$ cat config.mk
export PLATFORM = sky130hd
export DESIGN_NAME = pkt_uart_rx
export DESIGN_NICKNAME = d
export VERILOG_FILES = /design/src/rtl/pkt_uart_rx_pkg.sv /design/src/rtl/pkt_uart_fifo.sv /design/src/rtl/pkt_uart_rx_char.sv /design/src/rtl/pkt_uart_rx.sv
export SDC_FILE = /design/constraint.sdc
export NUM_CORES = 1
export LEC_CHECK = 0
export BUFFER_PORTS_ARGS = -buffer_cell sky130_fd_sc_hd__buf_2
export CORE_MARGIN = 5
export CORE_UTILIZATION = 30
export CTS_BUF_LIST = sky130_fd_sc_hd__clkbuf_8
export CTS_CLUSTER_SIZE = 28
export DETAILED_ROUTE_END_ITERATION = 10
export PLACE_DENSITY_LB_ADDON = 0.25
export SETUP_SLACK_MARGIN = 0.02
export SYNTH_ARGS = -nofsm -noshare
export SYNTH_HDL_FRONTEND = slang
export SYNTH_SLANG_ARGS = --single-unit
$ cat constraint.sdc
create_clock -name clk_i -period 5.7 [get_ports clk_i]
set_input_delay 0.285 -clock clk_i [delete_from_list [all_inputs] [get_ports clk_i]]
set_output_delay 0.285 -clock clk_i [all_outputs]
set_load 0.1 [all_outputs]
$ cat src/rtl/pkt_uart_rx_pkg.sv
package pkt_uart_rx_pkg;
  localparam logic [31:0] CLR_CMD = 32'h8001_0000;

  typedef enum logic [2:0] {
    ST_IDLE, ST_START, ST_DATA, ST_STOP, ST_BRK
  } rx_state_e;

  typedef struct packed {
    logic       ovr;
    logic       fs;
    logic [3:0] rsvd;
    logic [9:0] bytes;
  } cnt_word_t;
endpackage

$ cat src/rtl/pkt_uart_fifo.sv
module pkt_uart_fifo #(
  parameter int W     = 32,
  parameter int DEPTH = 16,
  parameter int LW    = $clog2(DEPTH + 1)
) (
  input  logic          clk_i,
  input  logic          rst_ni,
  input  logic          clr_i,
  input  logic          push_i,
  input  logic [W-1:0]  wdata_i,
  input  logic          pop_i,
  output logic [W-1:0]  rdata_o,
  output logic          full_o,
  output logic [LW-1:0] level_o
);
  localparam int AW = $clog2(DEPTH);

  logic [W-1:0]  mem [DEPTH];
  logic [AW-1:0] wp_q, rp_q;
  logic [LW-1:0] lvl_q;
  logic          do_push, do_pop;

  assign full_o  = lvl_q == LW'(DEPTH);
  assign do_push = push_i && !full_o;
  assign do_pop  = pop_i && (lvl_q != '0);
  assign rdata_o = mem[rp_q];
  assign level_o = lvl_q;

  always_ff @(posedge clk_i) if (do_push && !clr_i) mem[wp_q] <= wdata_i;

  always_ff @(posedge clk_i or negedge rst_ni) begin
    if (!rst_ni) begin
      wp_q <= '0; rp_q <= '0; lvl_q <= '0;
    end else if (clr_i) begin
      wp_q <= '0; rp_q <= '0; lvl_q <= '0;
    end else begin
      if (do_push) wp_q <= wp_q + 1'b1;
      if (do_pop)  rp_q <= rp_q + 1'b1;
      lvl_q <= lvl_q + LW'(do_push) - LW'(do_pop);
    end
  end


  no_overflow_chk: assert property (@(posedge clk_i) disable iff (!rst_ni)
    (push_i && full_o && !pop_i && !clr_i) |=> lvl_q == $past(lvl_q));
endmodule

$ cat src/rtl/pkt_uart_rx_char.sv
module pkt_uart_rx_char
  import pkt_uart_rx_pkg::*;
#(
  parameter int RATE_W = 20
) (
  input  logic              clk_i,
  input  logic              rst_ni,
  input  logic              clr_i,
  input  logic              en_i,
  input  logic              rxd_i,
  input  logic [RATE_W-1:0] incr_i,
  output logic              tick_o,
  output logic              busy_o,
  output logic              byte_vld_o,
  output logic [7:0]        byte_o,
  output logic              fs_err_o,
  output logic              ovr_err_o
);
  localparam logic [RATE_W-1:0] HALF = RATE_W'(1) << (RATE_W - 1);

  rx_state_e         st_q;
  logic [1:0]        sync_q;
  logic              rxd_s;
  logic [RATE_W-1:0] acc_q;
  logic [RATE_W:0]   sum;
  logic [2:0]        bit_q;
  logic [7:0]        sh_q;

  assign rxd_s  = sync_q[1];
  assign sum    = {1'b0, acc_q} + {1'b0, incr_i};
  assign tick_o = sum[RATE_W];
  assign busy_o = st_q != ST_IDLE;
  assign byte_o = sh_q;

  always_ff @(posedge clk_i or negedge rst_ni) begin
    if (!rst_ni) begin
      st_q <= ST_IDLE; sync_q <= 2'b11; acc_q <= '0; bit_q <= '0; sh_q <= '0;
      byte_vld_o <= 1'b0; fs_err_o <= 1'b0; ovr_err_o <= 1'b0;
    end else begin
      sync_q     <= {sync_q[0], rxd_i};
      byte_vld_o <= 1'b0;
      fs_err_o   <= 1'b0;
      ovr_err_o  <= 1'b0;
      acc_q      <= sum[RATE_W-1:0];
      if (clr_i) begin
        st_q <= ST_IDLE; acc_q <= '0; bit_q <= '0;
      end else begin
        unique case (st_q)
          ST_IDLE: if (en_i && !rxd_s) begin
            acc_q <= HALF;  // first overflow lands mid start bit
            st_q  <= ST_START;
          end
          ST_START: if (tick_o) begin
            if (!rxd_s) begin st_q <= ST_DATA; bit_q <= '0; end
            else begin fs_err_o <= 1'b1; st_q <= ST_IDLE; end
          end
          ST_DATA: if (tick_o) begin
            sh_q  <= {rxd_s, sh_q[7:1]};
            bit_q <= bit_q + 1'b1;
            if (bit_q == 3'd7) st_q <= ST_STOP;
          end
          ST_STOP: if (tick_o) begin
            if (rxd_s) begin byte_vld_o <= 1'b1; st_q <= ST_IDLE; end
            else begin ovr_err_o <= 1'b1; st_q <= ST_BRK; end
          end
          ST_BRK: if (rxd_s) st_q <= ST_IDLE;
          default: st_q <= ST_IDLE;
        endcase
      end
    end
  end


  no_start_when_off_chk: assert property (@(posedge clk_i) disable iff (!rst_ni)
    (st_q == ST_IDLE && !en_i) |=> st_q == ST_IDLE);
endmodule

$ cat src/rtl/pkt_uart_rx.sv
module pkt_uart_rx
  import pkt_uart_rx_pkg::*;
#(
  parameter int RATE_W      = 20,
  parameter int DATA_DEPTH  = 32,
  parameter int CNT_DEPTH   = 16
) (
  input  logic              clk_i,
  input  logic              rst_ni,
  input  logic              rxd_i,
  input  logic              tx_busy_i,
  input  logic              rate_we_i,
  input  logic [RATE_W-1:0] rate_i,
  input  logic              mode_we_i,
  input  logic [31:0]       mode_i,
  output logic [31:0]       mode_o,
  input  logic              cnt_re_i,
  output logic [15:0]       cnt_o,
  input  logic              data_re_i,
  output logic [31:0]       data_o
);
  localparam int DLW = $clog2(DATA_DEPTH + 1);
  localparam int CLW = $clog2(CNT_DEPTH + 1);

  logic [RATE_W-1:0] rate_q;
  logic [7:0]        gap_lim_q, gap_q;
  logic              en_q, mask_en_q, mask_act, clr;
  logic              tick, busy, byte_vld, fs_err, ovr_err;
  logic [7:0]        rx_byte;
  logic              in_pkt_q, pkt_ovr_q, pkt_fs_q, close;
  logic [9:0]        nbytes_q;
  logic [1:0]        lane_q;
  logic [31:0]       word_q, d_wdata;
  logic              d_push, d_full, c_full, c_empty;
  logic [DLW-1:0]    d_level;
  logic [CLW-1:0]    c_level;
  logic              ovr_stk_q, fs_stk_q, fifo_err_q;
  cnt_word_t         c_wdata;
  logic [4:0]        pkt_cnt;

  assign clr      = mode_we_i && (mode_i == CLR_CMD);
  assign mask_act = mask_en_q && tx_busy_i;

  always_ff @(posedge clk_i or negedge rst_ni) begin
    if (!rst_ni) begin
      rate_q <= '0; gap_lim_q <= '0; en_q <= 1'b0; mask_en_q <= 1'b0;
    end else begin
      if (rate_we_i) rate_q <= rate_i;
      if (mode_we_i && !clr) begin
        gap_lim_q <= mode_i[15:8];
        en_q      <= mode_i[3];
        mask_en_q <= mode_i[2];
      end
    end
  end

  pkt_uart_rx_char #(.RATE_W(RATE_W)) i_char (
    .clk_i, .rst_ni, .clr_i(clr), .en_i(en_q), .rxd_i(rxd_i | mask_act),
    .incr_i(rate_q), .tick_o(tick), .busy_o(busy), .byte_vld_o(byte_vld),
    .byte_o(rx_byte), .fs_err_o(fs_err), .ovr_err_o(ovr_err)
  );

  assign close = in_pkt_q && !busy && tick &&
                 (({1'b0, gap_q} + 9'd1) >= {1'b0, gap_lim_q});

  always_comb begin
    d_push  = 1'b0;
    d_wdata = word_q;
    if (byte_vld && lane_q == 2'd3) begin
      d_push  = 1'b1;
      d_wdata = {rx_byte, word_q[23:0]};
    end else if (close && lane_q != 2'd0) begin
      d_push  = 1'b1;
    end
  end

  always_ff @(posedge clk_i or negedge rst_ni) begin
    if (!rst_ni) begin
      in_pkt_q <= 1'b0; pkt_ovr_q <= 1'b0; pkt_fs_q <= 1'b0; nbytes_q <= '0;
      gap_q <= '0; lane_q <= '0; word_q <= '0;
      ovr_stk_q <= 1'b0; fs_stk_q <= 1'b0; fifo_err_q <= 1'b0;
    end else if (clr) begin
      in_pkt_q <= 1'b0; pkt_ovr_q <= 1'b0; pkt_fs_q <= 1'b0; nbytes_q <= '0;
      gap_q <= '0; lane_q <= '0; word_q <= '0;
      ovr_stk_q <= 1'b0; fs_stk_q <= 1'b0; fifo_err_q <= 1'b0;
    end else begin
      if (byte_vld) begin
        word_q[lane_q*8 +: 8] <= rx_byte;
        if (lane_q == 2'd3) word_q <= '0;
        lane_q   <= lane_q + 1'b1;
        if (nbytes_q != '1) nbytes_q <= nbytes_q + 1'b1;
        in_pkt_q <= 1'b1;
        gap_q    <= '0;
      end
      if (ovr_err) begin
        in_pkt_q <= 1'b1; pkt_ovr_q <= 1'b1; ovr_stk_q <= 1'b1; gap_q <= '0;
      end
      if (fs_err) begin
        fs_stk_q <= 1'b1;
        if (in_pkt_q) pkt_fs_q <= 1'b1;
      end
      if (in_pkt_q && !busy && tick && !close && gap_q != '1) gap_q <= gap_q + 1'b1;
      if (close) begin
        in_pkt_q <= 1'b0; pkt_ovr_q <= 1'b0; pkt_fs_q <= 1'b0; nbytes_q <= '0;
        gap_q <= '0; lane_q <= '0; word_q <= '0;
      end
      if ((close && c_full) || (d_push && d_full) || (cnt_re_i && c_empty))
        fifo_err_q <= 1'b1;
    end
  end

  assign c_wdata = '{ovr: pkt_ovr_q, fs: pkt_fs_q, rsvd: 4'b0, bytes: nbytes_q};

  pkt_uart_fifo #(.W(32), .DEPTH(DATA_DEPTH)) i_data_fifo (
    .clk_i, .rst_ni, .clr_i(clr), .push_i(d_push), .wdata_i(d_wdata),
    .pop_i(data_re_i), .rdata_o(data_o), .full_o(d_full), .level_o(d_level)
  );

  pkt_uart_fifo #(.W(16), .DEPTH(CNT_DEPTH)) i_cnt_fifo (
    .clk_i, .rst_ni, .clr_i(clr), .push_i(close), .wdata_i(c_wdata),
    .pop_i(cnt_re_i), .rdata_o(cnt_o), .full_o(c_full), .level_o(c_level)
  );

  assign c_empty = c_level == '0;
  assign pkt_cnt = 5'(c_level);
  assign mode_o  = {10'b0, d_level != '0, pkt_cnt, gap_lim_q, in_pkt_q, mask_act,
                    1'b0, fifo_err_q, en_q, mask_en_q, ovr_stk_q, fs_stk_q};


  clear_flush_chk: assert property (@(posedge clk_i) disable iff (!rst_ni)
    clr |=> (c_level == '0 && d_level == '0 && !ovr_stk_q && !fs_stk_q));

  sticky_ovr_chk: assert property (@(posedge clk_i) disable iff (!rst_ni)
    (ovr_stk_q && !clr) |=> ovr_stk_q);

  active_end_chk: assert property (@(posedge clk_i) disable iff (!rst_ni)
    $fell(in_pkt_q) |-> $past(close || clr));

  entry_nonempty_chk: assert property (@(posedge clk_i) disable iff (!rst_ni)
    close |-> (nbytes_q != '0 || pkt_ovr_q));
endmodule

# Yosys cells after proc, flatten, opt, wreduce, memory -nomap -nowiden
# Memory sizes are Yosys's and may differ from the RTL's.
# Index checks and enable logic that the tools add are counted.
# totals
ramBits	1216
output_inout_bits	80
ff_bits	156
wordCells	200
input_bits	60
mem_count	2
# mem_list
memory	words	width	read_ports	rd_ports_with_merged_regs	wr	line_no	text
i_data_fifo.mem	32	32	1	0	1	pkt_uart_fifo.sv:18	logic [W-1:0] mem [DEPTH];
i_cnt_fifo.mem	16	12	1	0	1	pkt_uart_fifo.sv:18	
# classes
shifts	2
addsub	15
mux	78
n_lt_le_gt_ge	1
n_reduce_logical	54
bitwise	2
n_eq_ne	18
# ops
cell	count
$mux 32	5
$mux 20	3
$mux 10	4
$mux 8	5
$mux 3	12
$neg 5->34	1
$shift 8x34->32 const A	1
$shiftx 8x34->32	1
$bwmux 32	1
$eq 32x32->1 const B	1
$mux 1	32
$mux 5	5
$add 20x20->21	1
$reduce_bool 3->1	7
$logic_and 1x1->1	20
$ne 3x1->1 const B	6
$mux 4	4
$reduce_bool 2->1	8
$pmux 3 s5	1
$add 10x1->10 const B	1
$add 5x1->5 const B	2
$ne 10x10->1 const B	1
$reduce_bool 5->1	2
$add 8x1->9 const B	1
other kinds (32)	45

# Longest topological paths before layout
# logic_depth
depth_word	13
depth_mapped	18
mapped_depth_nobuf	18

# Cells and area by module
# From an unflattened synthesis, not the netlist that was laid out.
# unflattened
cells_unflattened	3056
area_unflattened_um2	57916.8
# modules_own_cells
mod	seq_area_each_um2	area_per_inst_um2	instances	cells_per_inst
pkt_uart_fifo (i_data_fifo)	31149.9	39914.5	1	1820
pkt_uart_fifo (i_cnt_fifo)	8012.7	10950.5	1	567
pkt_uart_rx	2202.1	4525.6	1	409
pkt_uart_rx_char	978.4	2526.2	1	260

# Worst setup path before layout
# No wires, ideal clock.
# synth_timing
kind	reg2reg
start	register gap_lim_q[6]
end	memory i_data_fifo.mem[15][0] (enable)
period_less_slack_ps	4256
path_buffers	0
slack_ps	1444
required_time_ps	5279
setup_ps	421
path_stages_with_launch	10
t_arrival_ps	3835
path_cell_list	dfrtp_1 > inv_1 > ha_1 > a211o_1 > o221ai_1 > a21oi_1 > o21a_1 > o211ai_4 > a211o_1 > nor2_1
# synth_via
elab_chain_len	9
# synth_rtl
item	line_no	text
start: declaration	pkt_uart_rx.sv:26	logic [7:0] gap_lim_q, gap_q;
start signal: assignment	pkt_uart_rx.sv:50	gap_lim_q <= mode_i[15:8];
$ge 9x8->1	pkt_uart_rx.sv:64	(({1'b0, gap_q} + 9'd1) >= {1'b0, gap_lim_q});
$logic_and 1x1->1	pkt_uart_rx.sv:63	assign close = in_pkt_q && !busy && tick &&
$logic_and 1x1->1	pkt_uart_rx.sv:72	end else if (close && lane_q != 2'd0) begin
$mux 1	pkt_uart_rx.sv:72	
$mux 1	pkt_uart_rx.sv:69	if (byte_vld && lane_q == 2'd3) begin
$logic_and 1x1->1	pkt_uart_fifo.sv:24	assign do_push = push_i && !full_o;
$logic_and 1x1->1	pkt_uart_fifo.sv:29	always_ff @(posedge clk_i) if (do_push && !clr_i) mem[wp_q] <= wdata_i;
$mux 1	pkt_uart_fifo.sv:29	
$mux 1 (not written as such)	pkt_uart_fifo.sv:29	
end: declaration	pkt_uart_fifo.sv:18	
# No other way between the ends.

# Final worst setup path
# layout_timing
start	register i_data_fifo.rp_q[1]
end	output data_o[15]
# layout_via
elab_chain_len	1
# layout_rtl
item	line_no	text
start: declaration	pkt_uart_fifo.sv:19	logic [AW-1:0] wp_q, rp_q;
start signal: assignment	pkt_uart_fifo.sv:38	if (do_pop) rp_q <= rp_q + 1'b1;
$mem_v2 32x32	n/a	
end: declaration	pkt_uart_rx.sv:20	output logic [31:0] data_o
# No other way between the ends.

==> qor.yml <==
internal_power_uw: 18190
nets: 3089
power_density_mw_per_mm2: 439.7
swShare_pct: 34.84
clk_path_buf_depth: 3
ant_nets: 0
critPathKind: "reg2out"
synthCells: 2598
setup_viol: 0
power_uw: 27910
endpoint_kind: "output pin"
cts_setup_buffers: 0
grt_max_degree: 64
drive_gt1_share_pct: 31.83
synth.distinct_cells: 74
hold_viol: 0
clockPowerShare_pct: 28.2
maxCapViolCount: 0
viasPerCell: 4.872
critical_path.max_fanout: 55
ys_top_cells_by_area: "edfxtp_1 (67%), mux4_2 (16%), dfrtp_1 (7.0%)"
synth_edf_count: 1216
io_pins: 140
hpwl_microns: 83740
p_switching_uw: 9724
grt_antenna_before_repair: 13
dr_total_vias: 26898
fin_skew_ps: 53.87
grt-ovfl-total: 0
clkLatencyLatePin_ps: 950
die-area_sq_mm: 0.1914
synth_area_per_cell_sq_um: 21.10
instances_no_fill: 5521
wl_per_cell_microns: 25.37
synth_top_area_share_pct: 66.61
numCtsBuffers: 222
fin_crit_sh_pct: 81.33
layout_commonest_cell: "edfxtp_1"
max-slew-margin-rel_pct: 14.27
remaining_drc_errors: 0
ctsResizeCount: 0
finalWirelength_microns: 140100
gp_congestion: 0.7659
layout_common_cells: "edfxtp_1 (1216), mux4_2 (380), clkbuf_8 (236)"
cp.arrival_ps: 4350
outcome: "finished, final reports clean"
cts_root_buffer: "clkbuf_8"
tns_ps: 0
fp.coreArea_sq_mm: 0.1813
crit_required_ps: 5410
yosys.area.top_type: "edfxtp_1"
critPathLaunchType: "flop"
syn2layout_area_growth_pct: 15.80
cts_max_level: 4
synth_area_sq_mm: 0.05482
leakagePower_uw: 0.02099
grt_usage_pct: 14.55
grt_pass1_vias: 28038
fmax_ghz: 0.2157
layout_min_cycle_time_ps: 4636
ys_async_sr_fraction_pct: 11.37
ir_drop_mv: 0.4428
holdBufCountCts: 74
rows: 156
die_y_microns: 437.5
portBuffers: 124
min_path_type: "in2reg"
ys_seq_area_share_pct: 73.74
ys_seq_elements: 1372
start_util_pct: 30.23
seqPwrFrac_pct: 43.3
rsz0062_at_grt: "false"
worst_pin_slew_ps: 1286
dp.cells: 5035
drt_iter0_drc: 2079
pwr-share-comb_pct: 28.5
synth_top_flop_cell: "edfxtp_1"
grt_pass1_wl_microns: 203300
cts_num_sinks: 1372
clk_pin_slew_ps: 60
yosysWarnings: 0
maxSlewViolCount: 0
cts_tree: "built"
first_pass_iters: 5
die_w_microns: 437.5
sequential cells by signal, indices dropped and copies added, names as in the netlist, 2 cells and up:
name	count
i_char.acc_q	20
i_char.sync_q	2
i_cnt_fifo.rp_q	4
i_cnt_fifo.level_o	5
word_q	32
i_data_fifo.wp_q	5
i_char.byte_o	8
i_data_fifo.mem	1024
nbytes_q	10
i_char.bit_q	3
gap_lim_q	8
i_data_fifo.level_o	6
gap_q	8
i_cnt_fifo.mem	192
lane_q	2
rate_q	20
i_cnt_fifo.wp_q	4
i_char.st_q	3
i_data_fifo.rp_q	5
Yosys cell counts (22+ instances only):
| library cell | instances |
|---|---|
| dfrtp_1 | 154 |
| mux2_2 | 70 |
| ha_1 | 63 |
| inv_1 | 43 |
| a21oi_1 | 30 |
| and2_1 | 42 |
| mux4_2 | 380 |
| edfxtp_1 | 1216 |
| a22oi_1 | 32 |
| buf_2 | 29 |
| clkbuf_1 | 65 |
| nand2_1 | 40 |
| nor2_1 | 109 |
| buf_4 | 22 |
per-layer routing:
layer	global-route usage, %	vias to the layer above	wire, microns	part of all wire (%)
met5	0	-	13	0.0093
met4	3.366	2	2355	1.7
met3	3.827	172	9261	6.6
met2	22.59	800	65110	46
met1	20.58	14445	63310	45
li1	-	11479	-	-
final cells by class:
class | instances | area, sq um
Timing Repair Buffer | 266 | 2086
Fill cell | 16877 | 117900
Multi-Input combinational cell | 1058 | 13700
Antenna cell | 3 | 7.507
Clock inverter | 174 | 867.1
Tap cell | 2370 | 2965
Inverter | 43 | 161.4
Clock buffer | 235 | 3234
Sequential cell | 1372 | 40450
worst max-delay path, stage by stage (launching register included):
cell and delay (ps):
dfrtp_4 1040, buf_4 580, mux4_2 400, mux4_2 560, mux2_2 380, buf_2 320
logic make-up (layout without fill, tap and decap cells):
| family | after synthesis | count (layout) | share of synthesized area (%) |
|---|---|---|---|
| flops | 1372 | 1372 | 73.74 |
| mux | 470 | 470 | 17.49 |
| xor+xnor | 41 | 41 | 0.6551 |
| compound gates | 146 | 146 | 2.022 |
| buf+inv | 182 | 718 | 1.479 |
| other cells | 1 | 18 | 0.006841 |
| fa+ha+maj | 66 | 66 | 1.548 |
| simple gates | 320 | 320 | 3.059 |
final timing paths:
path                                     start               endpoint  slack (ps)  cells past startpoint
min reg2reg                   i_char.sync_q[0]       i_char.sync_q[1]         360                      0
max                        i_data_fifo.rp_q[1]             data_o[15]        1060                      5
min                                 mode_i[28]               fs_stk_q         180                      6
max reg2reg                           gap_q[0]  i_data_fifo.mem[9][4]        1200                     13
max in group asynchronous               rst_ni             word_q[19]        4140                      4
min in group asynchronous               rst_ni            nbytes_q[3]         440                      3
stage by stage:
step                      hold WS, ps  util, %  setup slack [ps]  area [sq um]
final                           178.0    35.01              1064         63480
after global routing            120.2    35.01             855.1         63470
after CTS                       43.31    35.00             893.8         63470
after detailed placement        349.3    32.32              1251         58610
after global placement          347.3    32.32              1267         58610
after floorplan                -10.59        -              1444         54870
power by group through the flow:
stage	clock network [uW]	registers, uW	logic (uW)
2_1_floorplan	0	11800	6310
3_3_place_gp	0	12300	8060
3_5_place_dp	0	12300	8040
4_1_cts	8160	12100	8130
5_1_grt	8650	12200	8480
6_report	7880	12100	7950
Power figures use the tool's default switching activity.
